**config.mk**
```make
export PLATFORM = sky130hd
export DESIGN_NAME = addrsig_unit
export DESIGN_NICKNAME = d
export VERILOG_FILES = /design/src/rtl/addrsig_pkg.sv /design/src/rtl/addrsig_perm.sv /design/src/rtl/addrsig_encode.sv /design/src/rtl/addrsig_empty.sv /design/src/rtl/addrsig_unit.sv
export SDC_FILE = /design/constraint.sdc
export NUM_CORES = 1
export LEC_CHECK = 0
export BUFFER_PORTS_ARGS = -buffer_cell sky130_fd_sc_hd__buf_2
export CAP_MARGIN = 20
export CORE_AREA = 2 2 236 238
export DETAILED_ROUTE_END_ITERATION = 8
export DIE_AREA = 0 0 238 240
export GPL_TIMING_DRIVEN = 0
export SLEW_MARGIN = 20
export SYNTH_ARGS = -nofsm -noshare
export SYNTH_HDL_FRONTEND = slang
export SYNTH_SLANG_ARGS = --single-unit
```
**constraint.sdc**
```tcl
create_clock -name clk_i -period 4.6 [get_ports clk_i]
set_input_delay 1.15 -clock clk_i [delete_from_list [all_inputs] [get_ports clk_i]]
set_output_delay 1.15 -clock clk_i [all_outputs]
set_load 0.01 [all_outputs]
```
**src/rtl/addrsig_pkg.sv**
```systemverilog
`timescale 1ns/1ps
package addrsig_pkg;
    localparam int unsigned DEF_ADDR_W    = 16;
    localparam int unsigned DEF_CHUNK_W   = 6;
    localparam int unsigned DEF_N_CHUNKS  = 2;
    localparam int unsigned DEF_PERM_LO   = 6;
    localparam int unsigned DEF_PERM_HI   = 13;
    localparam int unsigned DEF_IDX_CHUNK = 0;
endpackage

```
**src/rtl/addrsig_perm.sv**
```systemverilog
`timescale 1ns/1ps
// Fixed wiring permutation: reverse bits PERM_LO..PERM_HI, keep the rest.
module addrsig_perm #(
    parameter int unsigned ADDR_W  = 16,
    parameter int unsigned PERM_LO = 6,
    parameter int unsigned PERM_HI = 13
) (
    input  logic [ADDR_W-1:0] addr_i,
    output logic [ADDR_W-1:0] perm_o
);
    for (genvar i = 0; i < ADDR_W; i++) begin : g_bit
        if (i >= PERM_LO && i <= PERM_HI) begin : g_rev
            assign perm_o[i] = addr_i[PERM_LO + PERM_HI - i];
        end else begin : g_keep
            assign perm_o[i] = addr_i[i];
        end
    end
endmodule

```
**src/rtl/addrsig_encode.sv**
```systemverilog
`timescale 1ns/1ps
// Turns one address into a signature with one bit set per field.
module addrsig_encode #(
    parameter int unsigned ADDR_W   = 16,
    parameter int unsigned CHUNK_W  = 6,
    parameter int unsigned N_CHUNKS = 2,
    parameter int unsigned PERM_LO  = 6,
    parameter int unsigned PERM_HI  = 13,
    localparam int unsigned FIELD_W = 1 << CHUNK_W,
    localparam int unsigned SIG_W   = N_CHUNKS * FIELD_W,
    localparam int unsigned HASH_W  = N_CHUNKS * CHUNK_W
) (
    input  logic [ADDR_W-1:0] addr_i,
    output logic [SIG_W-1:0]  code_o
);
    logic [ADDR_W-1:0] perm;

    addrsig_perm #(
        .ADDR_W (ADDR_W),
        .PERM_LO(PERM_LO),
        .PERM_HI(PERM_HI)
    ) u_perm (
        .addr_i(addr_i),
        .perm_o(perm)
    );

    for (genvar k = 0; k < N_CHUNKS; k++) begin : g_chunk
        logic [CHUNK_W-1:0] chunk;
        assign chunk = perm[k*CHUNK_W +: CHUNK_W];
        assign code_o[k*FIELD_W +: FIELD_W] = {{(FIELD_W-1){1'b0}}, 1'b1} << chunk;
    end

    if (ADDR_W > HASH_W) begin : g_spare
        logic unused_hi;
        assign unused_hi = ^perm[ADDR_W-1:HASH_W];
    end
endmodule

```
**src/rtl/addrsig_empty.sv**
```systemverilog
`timescale 1ns/1ps
// A signature is empty when any one of its fields holds no set bit.
module addrsig_empty #(
    parameter int unsigned CHUNK_W  = 6,
    parameter int unsigned N_CHUNKS = 2,
    localparam int unsigned FIELD_W = 1 << CHUNK_W,
    localparam int unsigned SIG_W   = N_CHUNKS * FIELD_W
) (
    input  logic [SIG_W-1:0] sig_i,
    output logic             empty_o
);
    logic [N_CHUNKS-1:0] field_zero;

    for (genvar k = 0; k < N_CHUNKS; k++) begin : g_field
        assign field_zero[k] = ~|sig_i[k*FIELD_W +: FIELD_W];
    end

    assign empty_o = |field_zero;
endmodule

```
**src/rtl/addrsig_unit.sv**
```systemverilog
`timescale 1ns/1ps
module addrsig_unit
    import addrsig_pkg::*;
#(
    parameter int unsigned ADDR_W    = DEF_ADDR_W,
    parameter int unsigned CHUNK_W   = DEF_CHUNK_W,
    parameter int unsigned N_CHUNKS  = DEF_N_CHUNKS,
    parameter int unsigned PERM_LO   = DEF_PERM_LO,
    parameter int unsigned PERM_HI   = DEF_PERM_HI,
    parameter int unsigned IDX_CHUNK = DEF_IDX_CHUNK,
    localparam int unsigned FIELD_W  = 1 << CHUNK_W,
    localparam int unsigned SIG_W    = N_CHUNKS * FIELD_W
) (
    input  logic              clk_i,
    input  logic              rst_ni,
    input  logic              clr_i,
    input  logic              ins_vld_i,
    input  logic [ADDR_W-1:0] ins_addr_i,
    input  logic [ADDR_W-1:0] qry_addr_i,
    input  logic [SIG_W-1:0]  opnd_i,
    output logic [SIG_W-1:0]  sig_o,
    output logic [FIELD_W-1:0] set_mask_o,
    output logic              sig_empty_o,
    output logic              qry_hit_o,
    output logic [SIG_W-1:0]  and_o,
    output logic              and_empty_o,
    output logic [SIG_W-1:0]  or_o
);
    typedef struct packed {
        logic [SIG_W-1:0] sig;
    } state_t;

    state_t state_d, state_q;

    logic [SIG_W-1:0] ins_code;
    logic [SIG_W-1:0] qry_code;
    logic [SIG_W-1:0] qry_and;
    logic             qry_empty;

    addrsig_encode #(
        .ADDR_W  (ADDR_W),
        .CHUNK_W (CHUNK_W),
        .N_CHUNKS(N_CHUNKS),
        .PERM_LO (PERM_LO),
        .PERM_HI (PERM_HI)
    ) u_enc_ins (
        .addr_i(ins_addr_i),
        .code_o(ins_code)
    );

    addrsig_encode #(
        .ADDR_W  (ADDR_W),
        .CHUNK_W (CHUNK_W),
        .N_CHUNKS(N_CHUNKS),
        .PERM_LO (PERM_LO),
        .PERM_HI (PERM_HI)
    ) u_enc_qry (
        .addr_i(qry_addr_i),
        .code_o(qry_code)
    );

    // Next-state: clear has priority over insert.
    always_comb begin
        state_d = state_q;
        if (clr_i) begin
            state_d.sig = '0;
        end else if (ins_vld_i) begin
            state_d.sig = state_q.sig | ins_code;
        end
    end

    always_ff @(posedge clk_i or negedge rst_ni) begin
        if (!rst_ni) begin
            state_q <= '0;
        end else begin
            state_q <= state_d;
        end
    end

    assign qry_and = state_q.sig & qry_code;
    assign and_o   = state_q.sig & opnd_i;
    assign or_o    = state_q.sig | opnd_i;

    addrsig_empty #(
        .CHUNK_W (CHUNK_W),
        .N_CHUNKS(N_CHUNKS)
    ) u_empty_sig (
        .sig_i  (state_q.sig),
        .empty_o(sig_empty_o)
    );

    addrsig_empty #(
        .CHUNK_W (CHUNK_W),
        .N_CHUNKS(N_CHUNKS)
    ) u_empty_qry (
        .sig_i  (qry_and),
        .empty_o(qry_empty)
    );

    addrsig_empty #(
        .CHUNK_W (CHUNK_W),
        .N_CHUNKS(N_CHUNKS)
    ) u_empty_and (
        .sig_i  (and_o),
        .empty_o(and_empty_o)
    );

    assign qry_hit_o  = ~qry_empty;
    assign sig_o      = state_q.sig;
    assign set_mask_o = state_q.sig[IDX_CHUNK*FIELD_W +: FIELD_W];
endmodule

```
==> results of run 1 <==
## cell type report
class | count | area [um2]
buffer | 115 | 689
multi-input combinational | 869 | 5170
timing repair buffer | 601 | 3040
clock buffer | 17 | 425
tap | 704 | 881
inverter | 5 | 18.8
antenna | 8 | 20.0
clock inverter | 15 | 231
fill | 6139 | 41000
sequential | 128 | 3200
## logic make-up after synthesis
logic type,synth area share (%)
and+or+nand+nor,40.3
AOI/OAI and AO/OA,13.8
DFF,35.6
buffers and inverters,7.84
muxes,2.56
## synth_stat cells, types with 3 or more instances
cell type | number | area (um2)
sky130_fd_sc_hd__nor2_1 | 160 | 601
sky130_fd_sc_hd__or2_2 | 144 | 901
sky130_fd_sc_hd__a21oi_1 | 133 | 666
sky130_fd_sc_hd__dfrtp_1 | 128 | 3200
sky130_fd_sc_hd__and2_1 | 125 | 782
sky130_fd_sc_hd__buf_4 | 64 | 480
sky130_fd_sc_hd__nor4_1 | 45 | 282
sky130_fd_sc_hd__clkbuf_1 | 41 | 154
sky130_fd_sc_hd__or4_1 | 34 | 255
sky130_fd_sc_hd__nand2_1 | 24 | 90.1
sky130_fd_sc_hd__nor2b_1 | 19 | 119
sky130_fd_sc_hd__a31oi_1 | 14 | 87.6
sky130_fd_sc_hd__mux2i_1 | 14 | 140
sky130_fd_sc_hd__nand3_1 | 14 | 70.1
sky130_fd_sc_hd__nand2b_1 | 12 | 75.1
sky130_fd_sc_hd__nor3_1 | 11 | 55.1
sky130_fd_sc_hd__nand4_1 | 10 | 62.6
sky130_fd_sc_hd__a22oi_1 | 9 | 67.6
sky130_fd_sc_hd__buf_2 | 9 | 45.0
sky130_fd_sc_hd__nand3b_1 | 9 | 67.6
sky130_fd_sc_hd__nor3b_1 | 8 | 60.1
sky130_fd_sc_hd__a221oi_1 | 7 | 61.3
sky130_fd_sc_hd__inv_1 | 5 | 18.8
sky130_fd_sc_hd__mux2_1 | 5 | 56.3
sky130_fd_sc_hd__nor4b_1 | 5 | 43.8
sky130_fd_sc_hd__and2_4 | 4 | 35.0
sky130_fd_sc_hd__and3_1 | 4 | 25.0
sky130_fd_sc_hd__o21ai_0 | 4 | 20.0
sky130_fd_sc_hd__o31ai_1 | 4 | 30.0
sky130_fd_sc_hd__a211oi_1 | 3 | 22.5
sky130_fd_sc_hd__a22o_1 | 3 | 26.3
sky130_fd_sc_hd__a2bb2oi_1 | 3 | 26.3
sky130_fd_sc_hd__o22ai_1 | 3 | 18.8
## metal layers
metal / track usage [%] / wire length (um) / part of all wire [%] / up-vias
met1: 20.1 / 19900 / 34 / 5603
met2: 36.2 / 30200 / 52 / 885
met3: 4.35 / 5140 / 8.8 / 148
met4: 10.7 / 3330 / 5.7 / 2
met5: 0 / 12 / 0.020 / -
li1: - / - / - / 5147
## cells in the final DEF (no fill, tap or decap), drive strengths merged, types with 19 or more instances in the layout
cell type / netlist / final
nor4: 45 / 45
a21oi: 133 / 133
nand2: 24 / 24
nor2b: 19 / 19
clkbuf: 41 / 57
or2: 145 / 145
buf: 75 / 676
nor2: 160 / 160
dfrtp: 128 / 128
and2: 131 / 131
or4: 34 / 34
## worst max path at each step
stage	from	endpoint	cells past startpoint
after global routing	qry_addr_i[3]	qry_hit_o	8
after floorplan	qry_addr_i[9]	qry_hit_o	8
after detailed placement	opnd_i[2]	and_empty_o	7
after CTS	opnd_i[95]	and_empty_o	7
after global placement	opnd_i[49]	and_empty_o	7
final	qry_addr_i[2]	qry_hit_o	9
## what timing repair did
item / 4_1_cts / 5_1_grt
hold buffers: 0 / 0
pin swaps: 0 / 3
gates resized for setup: 8 / 12
setup endpoints to repair: 2 / 2
## worst register-to-register path: stages, from the launching register on
cell,delay [ns]
sky130_fd_sc_hd__dfrtp_1,0.62
sky130_fd_sc_hd__a21oi_1,0.30
sky130_fd_sc_hd__nor2_1,0.06
## through the flow
stage	power [mW]	std cells	area [um2]	util, %
after CTS	3.23	2455	13600	24.9
after floorplan	1.41	1118	9000	-
final	3.22	2462	13700	25.0
after global routing	3.33	2460	13700	25.0
after global placement	1.70	2421	12900	23.6
after detailed placement	1.70	2423	12900	23.7
## power groups by stage
stage	Sequential (mW)	Clock (mW)	Combinational, mW
2_1_floorplan	1.17	0	0.244
3_3_place_gp	1.18	0	0.516
3_5_place_dp	1.18	0	0.521
4_1_cts	1.16	1.55	0.527
5_1_grt	1.16	1.60	0.573
6_report	1.16	1.53	0.534
==> results_tabular.tex, run 1 <==
\begin{tabular}{lr}
\hline
Metric & Value \\
\hline
\multicolumn{2}{l}{\textbf{Outcome}} \\
\quad Outcome & finished, final reports clean \\
\multicolumn{2}{l}{\textbf{Power}} \\
\quad Leakage power total & 7.62 nW \\
\quad Share of total power in sequential cells & 36.0\% \\
\quad Power Density & 236 mW/mm2 \\
\quad Relative contribution of the clock network to total power & 47.4\% \\
\quad Power Internal & 2.31 mW \\
\quad Comb pwr share & 16.6\% \\
\quad Worst VDD drop & 0.246 mV \\
\quad Switching power total & 908 uW \\
\quad Switch share & 28.2\% \\
\multicolumn{2}{l}{\textbf{Setup path}} \\
\quad Reg-to-reg startpoint & sig\_o[0] \\
\quad Worst r2r path cells & 2 \\
\quad Internal reg-to-reg setup slack & 3.49 ns \\
\quad Crit-path max cell delay & 0.50 ns \\
\quad Slowest-stage cell, CP & sky130\_fd\_sc\_hd\_\_a221oi\_2 \\
\quad Critical path's most frequent cell & sky130\_fd\_sc\_hd\_\_buf\_2 \\
\quad Number of buffers and inverters on the critical path & 4 \\
\quad Critical setup path kind & input port to output pin \\
\quad Category of the worst setup path launch point & input port \\
\quad Maximum fanout along the worst path & 10 \\
\quad Critical-path cell list & buf\_2 > buf\_2 > clkbuf\_2 > nor4\_1 > a221oi\_1 > o311ai\_1 > a221oi\_2 > nor4\_1 > buf\_2 \\
\quad Worst setup EP type & output pin \\
\quad Family of cells with the greatest summed delay on the critical path & compound AO/OA/AOI/OAI gates \\
\quad FF-to-FF End & sig\_o[0] \\
\quad Worst EP required & 3.45 ns \\
\quad Critical Path AT & 3.35 ns \\
\multicolumn{2}{l}{\textbf{STA}} \\
\quad Setup total negative slack & 0 ns \\
\quad Final period demand of the worst path & 4.50 ns \\
\quad Final setup slack of the worst path & 0.0964 ns \\
\quad Unrepaired setup endpoints after global routing & no \\
\quad Slew HR & 42.8\% \\
\quad Maximum clock frequency & 222 MHz \\
\quad Post-route fraction of the period consumed by the critical path & 97.9\% \\
\quad Max-slew violation total from the final report & 0 \\
\quad \# setup viols final & 0 \\
\quad Number of endpoints with negative hold slack in the final report & 0 \\
\quad Tightest Pin Transition & 0.852 ns \\
\quad Hold\_ws & 0.580 ns \\
\quad Skew final & 0 ns \\
\multicolumn{2}{l}{\textbf{Drt}} \\
\quad Total number of vias & 11.8k \\
\quad Number of DRC markers in iteration 0 & 1082 \\
\quad Wire length per cell after detailed routing & 23.8 um \\
\quad DRC viols & 0 \\
\quad Number of detailed-routing iterations run before antenna repair & 6 \\
\quad Final antenna-violating net count & 0 \\
\quad Total wirelength of the detailed-routed design & 58600 um \\
\quad Via density per instance & 4.79 \\
\multicolumn{2}{l}{\textbf{Logic synthesis}} \\
\quad Number of synthesized register bits & 128 \\
\quad Primary FF master, synth & sky130\_fd\_sc\_hd\_\_dfrtp\_1 \\
\quad Synthesized netlist net count & 1282 \\
\quad Number of instances in the synthesized netlist & 1118 \\
\quad Sequential fraction of the synthesis area & 35.6\% \\
\quad Number of enable flip-flop cells after synthesis & 0 \\
\quad Number of warning messages in the yosys log & 0 \\
\quad Cell area after synthesis & 0.00900 mm2 \\
\quad Count of cell types in the netlist & 60 \\
\quad Per-instance average area after synthesis & 8.05 um2 \\
\quad Ys async rst share & 100\% \\
\multicolumn{2}{l}{\textbf{Run}} \\
\quad Max\_cap viols & 0 \\
\multicolumn{2}{l}{\textbf{Clock network}} \\
\quad TritonCTS clock tree & built \\
\quad H-tree lvl count & 4 \\
\quad Clock-pin slew reported for the worst setup and hold paths after clock tree synthesis & 0.06 ns \\
\quad Number of buffers created by CTS & 17 \\
\quad Total number of clock tree sinks & 128 \\
\quad Insertion delay to the later sink of the worst-skew pair & 0.43 ns \\
\quad Number of buffers on the longest clock path & 2 \\
\quad Setup fix buffers added after clock tree synthesis & 0 \\
\quad Buffer cell driving the clock tree root & sky130\_fd\_sc\_hd\_\_clkbuf\_16 \\
\multicolumn{2}{l}{\textbf{Layout}} \\
\quad Fraction of final layout cells with drive strength greater than 1 & 49.8\% \\
\quad P\&R area growth vs syn & 51.9\% \\
\quad Fin nets & 1901 \\
\quad Max reg flops & 128 \\
\multicolumn{2}{l}{\textbf{Placed design}} \\
\quad Count of input and output buffers & 599 \\
\quad Pre-CTS setup slack & -0.425 ns \\
\quad GPL Wtd Cong & 0.972 \\
\quad Half-perimeter wire length of the detailed placement result & 46700 um \\
\multicolumn{2}{l}{\textbf{Floorplanning}} \\
\quad Die area & 0.0571 mm2 \\
\quad Core outline area & 0.0547 mm2 \\
\quad Initial standard-cell utilization of the core & 16.5\% \\
\quad Standard-cell row count & 86 \\
\quad Horiz. Die Dim & 238 um \\
\quad Height of the chip & 240 um \\
\quad I/O pin count & 615 \\
\multicolumn{2}{l}{\textbf{Global route}} \\
\quad Largest net degree at the start of global routing & 92 \\
\quad Aggregate global routing overflow & 0 \\
\quad Antenna violations before repair & 9 \\
\quad Global-route wire length before repair & 78800 um \\
\quad Vias in the first global route & 10.8k \\
\quad GRT Total Usage & 19.4\% \\
\multicolumn{2}{l}{\textbf{Worst hold path}} \\
\quad Classification of the worst-slack hold path & input port to asynchronous set/reset pin \\
\hline
\end{tabular}
No activity file was read; power rests on OpenSTA's default activity.
==> run 2: changes to the inputs <==
--- a/config.mk
+++ b/config.mk
@@ -5,12 +5,14 @@
 export SDC_FILE = /design/constraint.sdc
 export NUM_CORES = 1
 export LEC_CHECK = 0
+export ABC_AREA = 1
 export BUFFER_PORTS_ARGS = -buffer_cell sky130_fd_sc_hd__buf_2
 export CAP_MARGIN = 20
-export CORE_AREA = 2 2 236 238
+export CORE_AREA = 2 2 237 239
 export DETAILED_ROUTE_END_ITERATION = 8
-export DIE_AREA = 0 0 238 240
+export DIE_AREA = 0 0 239 241
 export GPL_TIMING_DRIVEN = 0
+export PLACE_DENSITY = 0.5
 export SLEW_MARGIN = 20
 export SYNTH_ARGS = -nofsm -noshare
 export SYNTH_HDL_FRONTEND = slang
==> run 2 against run 1 <==
  * Count of clock-buffer cells in the layout is 2 higher
  * Clock skew stayed put
  * Sequential power is essentially flat
  * Non-clock buffer count up 2
  * Critical path depth is 2 lower
  * Die area rose by 0.84%
  * Highest routed layer is now met4
  * Hold slack got worse by 0.0072 ns
  * Global-route usage up 0.29 points
  * Largest cell class unchanged
  * Worst setup slack improved by 0.099 ns
  * Largest power group unchanged
  * Synthesized area increased by 6.8%
==> results_tabular.tex, run 2 <==
\begin{tabular}{lr}
\hline
Metric & Value \\
\hline
\multicolumn{2}{l}{\textbf{Power}} \\
\quad Relative contribution of the clock network to total power & 46.8\% (was 47.4\%) \\
\quad Power Density & 223 mW/mm2 (was 236 mW/mm2) \\
\quad Design Power & 3.16 mW (was 3.22 mW) \\
\quad Switching power total & 898 uW (was 908 uW) \\
\quad Share of total power in sequential cells & 36.6\% (was 36.0\%) \\
\quad Switch share & 28.4\% (was 28.2\%) \\
\quad Comb pwr share & 16.6\% (about the same) \\
\quad Power Internal & 2.26 mW (was 2.31 mW) \\
\quad Leakage power total & 8.89 nW (was 7.62 nW) \\
\quad Worst VDD drop & 0.189 mV (was 0.246 mV) \\
\multicolumn{2}{l}{\textbf{Logic synthesis}} \\
\quad Fraction of post-synthesis cell area in the top cell type by area & 33.3\% (was 35.6\%) \\
\quad Synthesized netlist net count & 1664 (was 1282) \\
\quad Primary FF master, synth & sky130\_fd\_sc\_hd\_\_dfrtp\_1 (unchanged) \\
\quad Number of warning messages in the yosys log & 0 (unchanged) \\
\quad Number of instances in the synthesized netlist & 1500 (was 1118) \\
\quad Number of enable flip-flop cells after synthesis & 0 (unchanged) \\
\quad Number of synthesized register bits & 128 (unchanged) \\
\quad Count of cell types in the netlist & 25 (was 60) \\
\quad Sequential fraction of the synthesis area & 33.3\% (was 35.6\%) \\
\quad Synth top cells by count & sky130\_fd\_sc\_hd\_\_nand2\_1 (330), sky130\_fd\_sc\_hd\_\_inv\_1 (223), sky130\_fd\_sc\_hd\_\_nor2\_1 (206) (was sky130\_fd\_sc\_hd\_\_nor2\_1 (160), sky130\_fd\_sc\_hd\_\_or2\_2 (144), sky130\_fd\_sc\_hd\_\_a21oi\_1 (133), sky130\_fd\_sc\_hd\_\_dfrtp\_1 (128), sky130\_fd\_sc\_hd\_\_and2\_1 (125)) \\
\quad Most area-hungry cell type in the Yosys netlist & sky130\_fd\_sc\_hd\_\_dfrtp\_1 (unchanged) \\
\quad Leading post-synthesis cells by cell area & sky130\_fd\_sc\_hd\_\_dfrtp\_1 (33\%), sky130\_fd\_sc\_hd\_\_nand2\_1 (13\%), sky130\_fd\_sc\_hd\_\_inv\_1 (8.7\%) (was sky130\_fd\_sc\_hd\_\_dfrtp\_1 (36\%), sky130\_fd\_sc\_hd\_\_or2\_2 (10\%), sky130\_fd\_sc\_hd\_\_and2\_1 (8.7\%)) \\
\quad Cell area after synthesis & 0.00962 mm2 (was 0.00900 mm2) \\
\quad Per-instance average area after synthesis & 6.41 um2 (was 8.05 um2) \\
\quad Most frequently used cell type in the post-synthesis netlist & sky130\_fd\_sc\_hd\_\_nand2\_1 (was sky130\_fd\_sc\_hd\_\_nor2\_1) \\
\quad Ys async rst share & 100\% (unchanged) \\
\multicolumn{2}{l}{\textbf{Floorplanning}} \\
\quad Standard-cell row count & 86 (unchanged) \\
\quad Core outline area & 0.0549 mm2 (was 0.0547 mm2) \\
\quad I/O pin count & 615 (unchanged) \\
\quad Initial standard-cell utilization of the core & 17.5\% (was 16.5\%) \\
\quad Height of the chip & 241 um (was 240 um) \\
\quad Die area & 0.0576 mm2 (was 0.0571 mm2) \\
\quad Horiz. Die Dim & 239 um (was 238 um) \\
\multicolumn{2}{l}{\textbf{Global route}} \\
\quad Global-route wire length before repair & 81200 um (was 78800 um) \\
\quad Largest net degree at the start of global routing & 93 (was 92) \\
\quad GRT Total Usage & 19.7\% (was 19.4\%) \\
\quad Aggregate global routing overflow & 0 (unchanged) \\
\quad Vias in the first global route & 11.7k (was 10.8k) \\
\quad Antenna violations before repair & 2 (was 9) \\
\multicolumn{2}{l}{\textbf{STA}} \\
\quad Slew HR & 38.5\% (was 42.8\%) \\
\quad Unrepaired setup endpoints after global routing & no (unchanged) \\
\quad \# setup viols final & 0 (unchanged) \\
\quad Post-route fraction of the period consumed by the critical path & 95.7\% (was 97.9\%) \\
\quad Setup total negative slack & 0 ns (unchanged) \\
\quad Max-slew violation total from the final report & 0 (unchanged) \\
\quad Skew final & 0 ns (unchanged) \\
\quad Tightest Pin Transition & 0.915 ns (was 0.852 ns) \\
\quad Number of endpoints with negative hold slack in the final report & 0 (unchanged) \\
\quad Final period demand of the worst path & 4.40 ns (was 4.50 ns) \\
\quad Hold\_ws & 0.572 ns (was 0.580 ns) \\
\quad Maximum clock frequency & 227 MHz (was 222 MHz) \\
\multicolumn{2}{l}{\textbf{Placed design}} \\
\quad Half-perimeter wire length of the detailed placement result & 48700 um (was 46700 um) \\
\quad GPL Wtd Cong & 0.972 (about the same) \\
\quad Placed instance area & 0.0135 mm2 (was 0.0129 mm2) \\
\quad Count of input and output buffers & 598 (was 599) \\
\multicolumn{2}{l}{\textbf{Setup path}} \\
\quad Critical Path AT & 3.25 ns (was 3.35 ns) \\
\quad Category of the worst setup path launch point & input port (unchanged) \\
\quad Worst setup EP type & output pin (unchanged) \\
\quad Critical setup path kind & input port to output pin (unchanged) \\
\quad Worst EP required & 3.45 ns (about the same) \\
\quad Maximum fanout along the worst path & 2 (was 10) \\
\multicolumn{2}{l}{\textbf{Worst hold path}} \\
\quad Classification of the worst-slack hold path & input port to asynchronous set/reset pin (unchanged) \\
\multicolumn{2}{l}{\textbf{Drt}} \\
\quad DRC viols & 0 (unchanged) \\
\quad Final antenna-violating net count & 0 (unchanged) \\
\quad Wire length per cell after detailed routing & 21.0 um (was 23.8 um) \\
\quad Via density per instance & 4.46 (was 4.79) \\
\quad Number of detailed-routing iterations run before antenna repair & 5 (was 6) \\
\quad Number of DRC markers in iteration 0 & 801 (was 1082) \\
\quad Routed wl met2 & 29900 um (was 30200 um) \\
\quad Met3 Routed Length & 4350 um (was 5140 um) \\
\quad Total wirelength of the detailed-routed design & 59500 um (was 58600 um) \\
\quad Total number of vias & 12.7k (was 11.8k) \\
\quad Top routing layer used & met4 (was met5) \\
\quad Met1 wire length & 22300 um (was 19900 um) \\
\multicolumn{2}{l}{\textbf{Layout}} \\
\quad Fraction of final layout cells with drive strength greater than 1 & 40.0\% (was 49.8\%) \\
\quad Max reg flops & 128 (unchanged) \\
\quad Final core occ & 25.8\% (was 25.0\%) \\
\quad Commonest non-fill, non-tap cell in the layout & sky130\_fd\_sc\_hd\_\_buf\_2 (unchanged) \\
\quad P\&R area growth vs syn & 47.4\% (was 51.9\%) \\
\quad Filler instances & 6251 (was 6139) \\
\quad Commonest cells after routing, fill and taps aside & sky130\_fd\_sc\_hd\_\_buf\_2 (609), sky130\_fd\_sc\_hd\_\_nand2\_1 (330), sky130\_fd\_sc\_hd\_\_inv\_1 (223) (was sky130\_fd\_sc\_hd\_\_buf\_2 (607), sky130\_fd\_sc\_hd\_\_nor2\_1 (160), sky130\_fd\_sc\_hd\_\_or2\_2 (144)) \\
\quad Post-layout instance area & 0.0142 mm2 (was 0.0137 mm2) \\
\quad Fin nets & 2282 (was 1901) \\
\multicolumn{2}{l}{\textbf{Clock network}} \\
\quad TritonCTS clock tree & built (unchanged) \\
\quad Hold-fix buffers, CTS & 0 (unchanged) \\
\quad H-tree lvl count & 4 (unchanged) \\
\quad Buffer cell driving the clock tree root & sky130\_fd\_sc\_hd\_\_clkbuf\_16 (unchanged) \\
\quad Number of buffers on the longest clock path & 2 (unchanged) \\
\quad Setup fix buffers added after clock tree synthesis & 0 (unchanged) \\
\quad Clock-pin slew reported for the worst setup and hold paths after clock tree synthesis & 0.06 ns (about the same) \\
\quad Insertion delay to the later sink of the worst-skew pair & 0.43 ns (about the same) \\
\quad Total number of clock tree sinks & 128 (unchanged) \\
\quad PostCTS Resize Cnt & 0 (was 8) \\
\quad Number of buffers created by CTS & 17 (unchanged) \\
\multicolumn{2}{l}{\textbf{Outcome}} \\
\quad Outcome & finished, final reports clean (unchanged) \\
\multicolumn{2}{l}{\textbf{Run}} \\
\quad Max\_cap viols & 0 (unchanged) \\
\hline
\end{tabular}
==> run 2: layer usage <==
| metal | vias up | GRT usage (%) |
|---|---|---|
| met5 | - | 0 |
| met4 | 0 | 9.73 |
| met3 | 130 | 3.92 |
| met2 | 701 | 35.8 |
| met1 | 5855 | 21.9 |
| li1 | 5965 | - |
==> run 2: kinds of logic (layout without fill, tap and decap cells) <==
kind of cell           after synthesis  count (layout)  synth area share (%)
and+or+nand+nor                    896             896                  43.5
buffers and inverters              345             976                  16.3
DFF                                128             128                  33.3
AOI/OAI and AO/OA                  131             131                  6.84
other                                0               1                     0
==> run 2: worst max-delay path, stage by stage <==
cell and delay (ns):
sky130_fd_sc_hd__buf_2 0.10, sky130_fd_sc_hd__nand2_1 0.12, sky130_fd_sc_hd__nand4_1 0.17, sky130_fd_sc_hd__nor4_1 0.79, sky130_fd_sc_hd__nand4_1 0.55, sky130_fd_sc_hd__o21ai_0 0.22
sky130_fd_sc_hd__buf_2 0.16
==> run 2: power by group through the flow <==
stage | clock, mW | sequential [mW] | combinational (mW)
after floorplan | 0 | 1.17 | 0.245
after global routing | 1.54 | 1.16 | 0.572
after CTS | 1.49 | 1.16 | 0.525
after detailed placement | 0 | 1.18 | 0.524
final | 1.48 | 1.16 | 0.525
after global placement | 0 | 1.18 | 0.522
==> run 2: stage by stage <==
step / instances / setup WS (ns)
5_1_grt: 2836 / 0.0689
2_1_floorplan: 1500 / 1.26
3_3_place_gp: 2802 / 0.157
3_5_place_dp: 2803 / 0.107
4_1_cts: 2835 / 0.112
6_report: 2836 / 0.196
==> run 2: final timing paths <==
path / startpoint / cells after the start / slack, ns / end
setup / recovery: opnd_i[124] / 7 / 0.20 / and_empty_o
hold / removal: rst_ni / 1 / 0.57 / sig_o[93]
setup reg to reg: sig_o[0] / 2 / 3.61 / sig_o[0]
hold reg to reg: sig_o[125] / 2 / 0.62 / sig_o[125]
max in group asynchronous: rst_ni / 2 / 3.23 / sig_o[41]
min in group clk_i: sig_o[125] / 2 / 0.62 / sig_o[125]
==> run 2: layout make-up <==
class | count | area, um2 | area share, %
Clock inverter | 13 | 186 | 1.31
Timing Repair Buffer | 599 | 3030 | 21.4
Sequential cell | 128 | 3200 | 22.6
Antenna cell | 1 | 2.50 | 0.0176
Clock buffer | 19 | 453 | 3.19
Inverter | 226 | 848 | 5.98
Multi-Input combinational cell | 1027 | 4850 | 34.2
Tap cell | 704 | 881 | 6.21
Buffer | 119 | 722 | 5.09
==> run 3: changes to the inputs <==
==> constraint.sdc (replaced) <==
create_clock -name clk_i -period 5.3 [get_ports clk_i]
set_input_delay 1.325 -clock clk_i [delete_from_list [all_inputs] [get_ports clk_i]]
set_output_delay 1.325 -clock clk_i [all_outputs]
set_load 0.01 [all_outputs]
==> run 3 against run 2 <==
  * Die area did not move
  * Non-clock buffer count unchanged
  * Clock skew did not move
  * Count of clock-buffer cells in the layout is the same
  * Register-to-register slack better by 0.70 ns
  * Cell count unchanged
  * Wire length down 0.15%
  * Critical path depth did not move
  * Worst setup slack improved by 0.30 ns
  * Via count grew 0.15%
  * Critical path type unchanged
  * Largest cell class unchanged
==> results_tabular.tex, run 3 (same netlist as run 2, synthesis figures left out) <==
\begin{tabular}{lr}
\hline
Metric & Value \\
\hline
\multicolumn{2}{l}{\textbf{STA}} \\
\quad Skew final & 0 ns (unchanged) \\
\quad Maximum clock frequency & 208 MHz \\
\quad Slew HR & 35.4\% (was 38.5\%) \\
\quad Unrepaired setup endpoints after global routing & no (unchanged) \\
\quad Number of endpoints with negative hold slack in the final report & 0 (unchanged) \\
\quad Post-route fraction of the period consumed by the critical path & 90.6\% \\
\quad Final period demand of the worst path & 4.80 ns \\
\quad Tightest Pin Transition & 0.959 ns (was 0.915 ns) \\
\quad Max-slew violation total from the final report & 0 (unchanged) \\
\quad \# setup viols final & 0 (unchanged) \\
\quad Setup total negative slack & 0 ns (unchanged) \\
\multicolumn{2}{l}{\textbf{Drt}} \\
\quad Met1 wire length & 22100 um (was 22300 um) \\
\quad Number of detailed-routing iterations run before antenna repair & 6 (was 5) \\
\quad Number of DRC markers in iteration 0 & 831 (was 801) \\
\quad DRC viols & 0 (unchanged) \\
\quad Final antenna-violating net count & 0 (unchanged) \\
\quad Met3 Routed Length & 4560 um (was 4350 um) \\
\quad Routed wl met2 & 29800 um (was 29900 um) \\
\quad Wire length per cell after detailed routing & 20.9 um (was 21.0 um) \\
\quad Via density per instance & 4.47 (was 4.46) \\
\quad Top routing layer used & met4 (unchanged) \\
\quad Total wirelength of the detailed-routed design & 59400 um (was 59500 um) \\
\quad Total number of vias & 12.7k (about the same) \\
\multicolumn{2}{l}{\textbf{Setup path}} \\
\quad Category of the worst setup path launch point & input port (unchanged) \\
\quad Critical Path AT & 3.48 ns (was 3.25 ns) \\
\quad Family of cells with the greatest summed delay on the critical path & simple AND/OR/NAND/NOR gates (unchanged) \\
\quad Number of buffers and inverters on the critical path & 2 (unchanged) \\
\quad Slowest-stage cell, CP & sky130\_fd\_sc\_hd\_\_nor4\_1 (unchanged) \\
\quad Worst EP required & 3.97 ns (was 3.45 ns) \\
\quad Maximum fanout along the worst path & 2 (unchanged) \\
\quad Reg-to-reg startpoint & sig\_o[0] (unchanged) \\
\quad Critical-path cell list & buf\_2 > nand2\_1 > nand4\_1 > nor4\_1 > nand4\_1 > o21ai\_0 > buf\_2 (unchanged) \\
\quad Worst setup EP type & output pin (unchanged) \\
\quad FF-to-FF End & sig\_o[0] (unchanged) \\
\quad Worst r2r path cells & 2 (unchanged) \\
\quad Crit-path max cell delay & 0.82 ns (was 0.79 ns) \\
\quad Internal reg-to-reg setup slack & 4.31 ns (was 3.61 ns) \\
\quad Critical setup path kind & input port to output pin (unchanged) \\
\multicolumn{2}{l}{\textbf{Layout}} \\
\quad Max reg flops & 128 (unchanged) \\
\quad Multi-input combinational cell area & 0.00485 mm2 (about the same) \\
\quad Fraction of final layout cells with drive strength greater than 1 & 39.9\% (was 40.0\%) \\
\quad Fin nets & 2282 (unchanged) \\
\quad Number of non-filler instances in the completed layout & 2836 (unchanged) \\
\quad Storage element area & 0.00320 mm2 (unchanged) \\
\quad Filler instances & 6252 (was 6251) \\
\quad Commonest cells after routing, fill and taps aside & sky130\_fd\_sc\_hd\_\_buf\_2 (609), sky130\_fd\_sc\_hd\_\_nand2\_1 (330), sky130\_fd\_sc\_hd\_\_inv\_1 (223) (unchanged) \\
\quad P\&R area growth vs syn & 47.3\% (was 47.4\%) \\
\quad Commonest non-fill, non-tap cell in the layout & sky130\_fd\_sc\_hd\_\_buf\_2 (unchanged) \\
\multicolumn{2}{l}{\textbf{Floorplanning}} \\
\quad Initial standard-cell utilization of the core & 17.5\% (unchanged) \\
\quad Core outline area & 0.0549 mm2 (unchanged) \\
\quad Horiz. Die Dim & 239 um (unchanged) \\
\quad Height of the chip & 241 um (unchanged) \\
\quad Standard-cell row count & 86 (unchanged) \\
\quad Die area & 0.0576 mm2 (unchanged) \\
\quad I/O pin count & 615 (unchanged) \\
\multicolumn{2}{l}{\textbf{Clock network}} \\
\quad Insertion delay to the later sink of the worst-skew pair & 0.43 ns (about the same) \\
\quad H-tree lvl count & 4 (unchanged) \\
\quad Number of buffers on the longest clock path & 2 (unchanged) \\
\quad Buffer cell driving the clock tree root & sky130\_fd\_sc\_hd\_\_clkbuf\_16 (unchanged) \\
\quad Setup fix buffers added after clock tree synthesis & 0 (unchanged) \\
\quad Clock-pin slew reported for the worst setup and hold paths after clock tree synthesis & 0.06 ns (about the same) \\
\quad Hold-fix buffers, CTS & 0 (unchanged) \\
\quad Number of buffers created by CTS & 17 (unchanged) \\
\quad PostCTS Resize Cnt & 0 (unchanged) \\
\quad TritonCTS clock tree & built (unchanged) \\
\quad Total number of clock tree sinks & 128 (unchanged) \\
\multicolumn{2}{l}{\textbf{Placed design}} \\
\quad GPL Wtd Cong & 0.972 (unchanged) \\
\quad Count of input and output buffers & 598 (unchanged) \\
\quad Half-perimeter wire length of the detailed placement result & 48700 um (unchanged) \\
\quad Cell count after placement & 2803 (unchanged) \\
\multicolumn{2}{l}{\textbf{Global route}} \\
\quad Antenna violations before repair & 2 (unchanged) \\
\quad Largest net degree at the start of global routing & 93 (unchanged) \\
\quad Aggregate global routing overflow & 0 (unchanged) \\
\quad Global-route wire length before repair & 81200 um (unchanged) \\
\quad Vias in the first global route & 11.7k (unchanged) \\
\quad GRT Total Usage & 19.7\% (unchanged) \\
\multicolumn{2}{l}{\textbf{Run}} \\
\quad Max\_cap viols & 0 (unchanged) \\
\multicolumn{2}{l}{\textbf{Worst hold path}} \\
\quad Worst min-delay path startpoint & sig\_o[125] \\
\quad Depth of the worst hold-timing path & 2 \\
\quad Classification of the worst-slack hold path & register to register (was input port to asynchronous set/reset pin) \\
\quad Min-Delay Endpoint & sig\_o[125] \\
\multicolumn{2}{l}{\textbf{Outcome}} \\
\quad Outcome & finished, final reports clean (unchanged) \\
\multicolumn{2}{l}{\textbf{Power}} \\
\quad Leakage power total & 8.89 nW (about the same) \\
\quad Power Density & 194 mW/mm2 (was 223 mW/mm2) \\
\quad Worst VDD drop & 0.164 mV (was 0.189 mV) \\
\hline
\end{tabular}
==> run 3: how the worst max path moves through the flow <==
stage	start	endpoint	cells after the start
2_1_floorplan	qry_addr_i[4]	qry_hit_o	10
5_1_grt	opnd_i[101]	and_empty_o	7
4_1_cts	opnd_i[101]	and_empty_o	7
6_report	opnd_i[124]	and_empty_o	7
3_5_place_dp	opnd_i[101]	and_empty_o	7
3_3_place_gp	opnd_i[101]	and_empty_o	7
==> run 3: cell type report <==
type,instances,area share [%]
multi-input combinational,1027,34.2
inverter,226,5.99
clock inverter,13,1.32
buffer,119,5.09
tap,704,6.22
timing repair buffer,599,21.4
clock buffer,19,3.20
sequential,128,22.6
antenna,1,0.0177
==> run 3: metrics by stage <==
step                hold WS, ns  utilization, %  worst slack [ns]  total power, mW  cell area, um2
floorplan                 0.588               -              1.61             1.23            9620
global placement          0.618            24.6             0.507             1.48           13500
detailed placement        0.606            24.7             0.457             1.48           13500
CTS                       0.616            25.8             0.462             2.75           14200
global route              0.657            25.8             0.299             2.84           14200
finish                    0.619            25.8             0.497             2.74           14200
==> run 3: where the power goes <==
group	internal [mW]	switching [mW]	leakage, nW
clock network	0.811	0.472	0.301
logic	0.169	0.286	6.81
registers	0.984	0.0206	1.79
total	1.96	0.779	8.89
==> run 3: worst min-delay path: cells and delay by family, from the launching register on <==
| kind | cells | cell delay, ns |
|---|---|---|
| AO/OA/AOI/OAI | 1 | 0.06 |
| buffers and inverters | 1 | 0.09 |
| flip-flops | 1 | 0.43 |
==> run 3: per-layer routing <==
metal	vias up	GRT usage, %
met1	5888	21.9
met5	-	0
met3	127	3.92
li1	5964	-
met4	0	9.73
met2	691	35.8
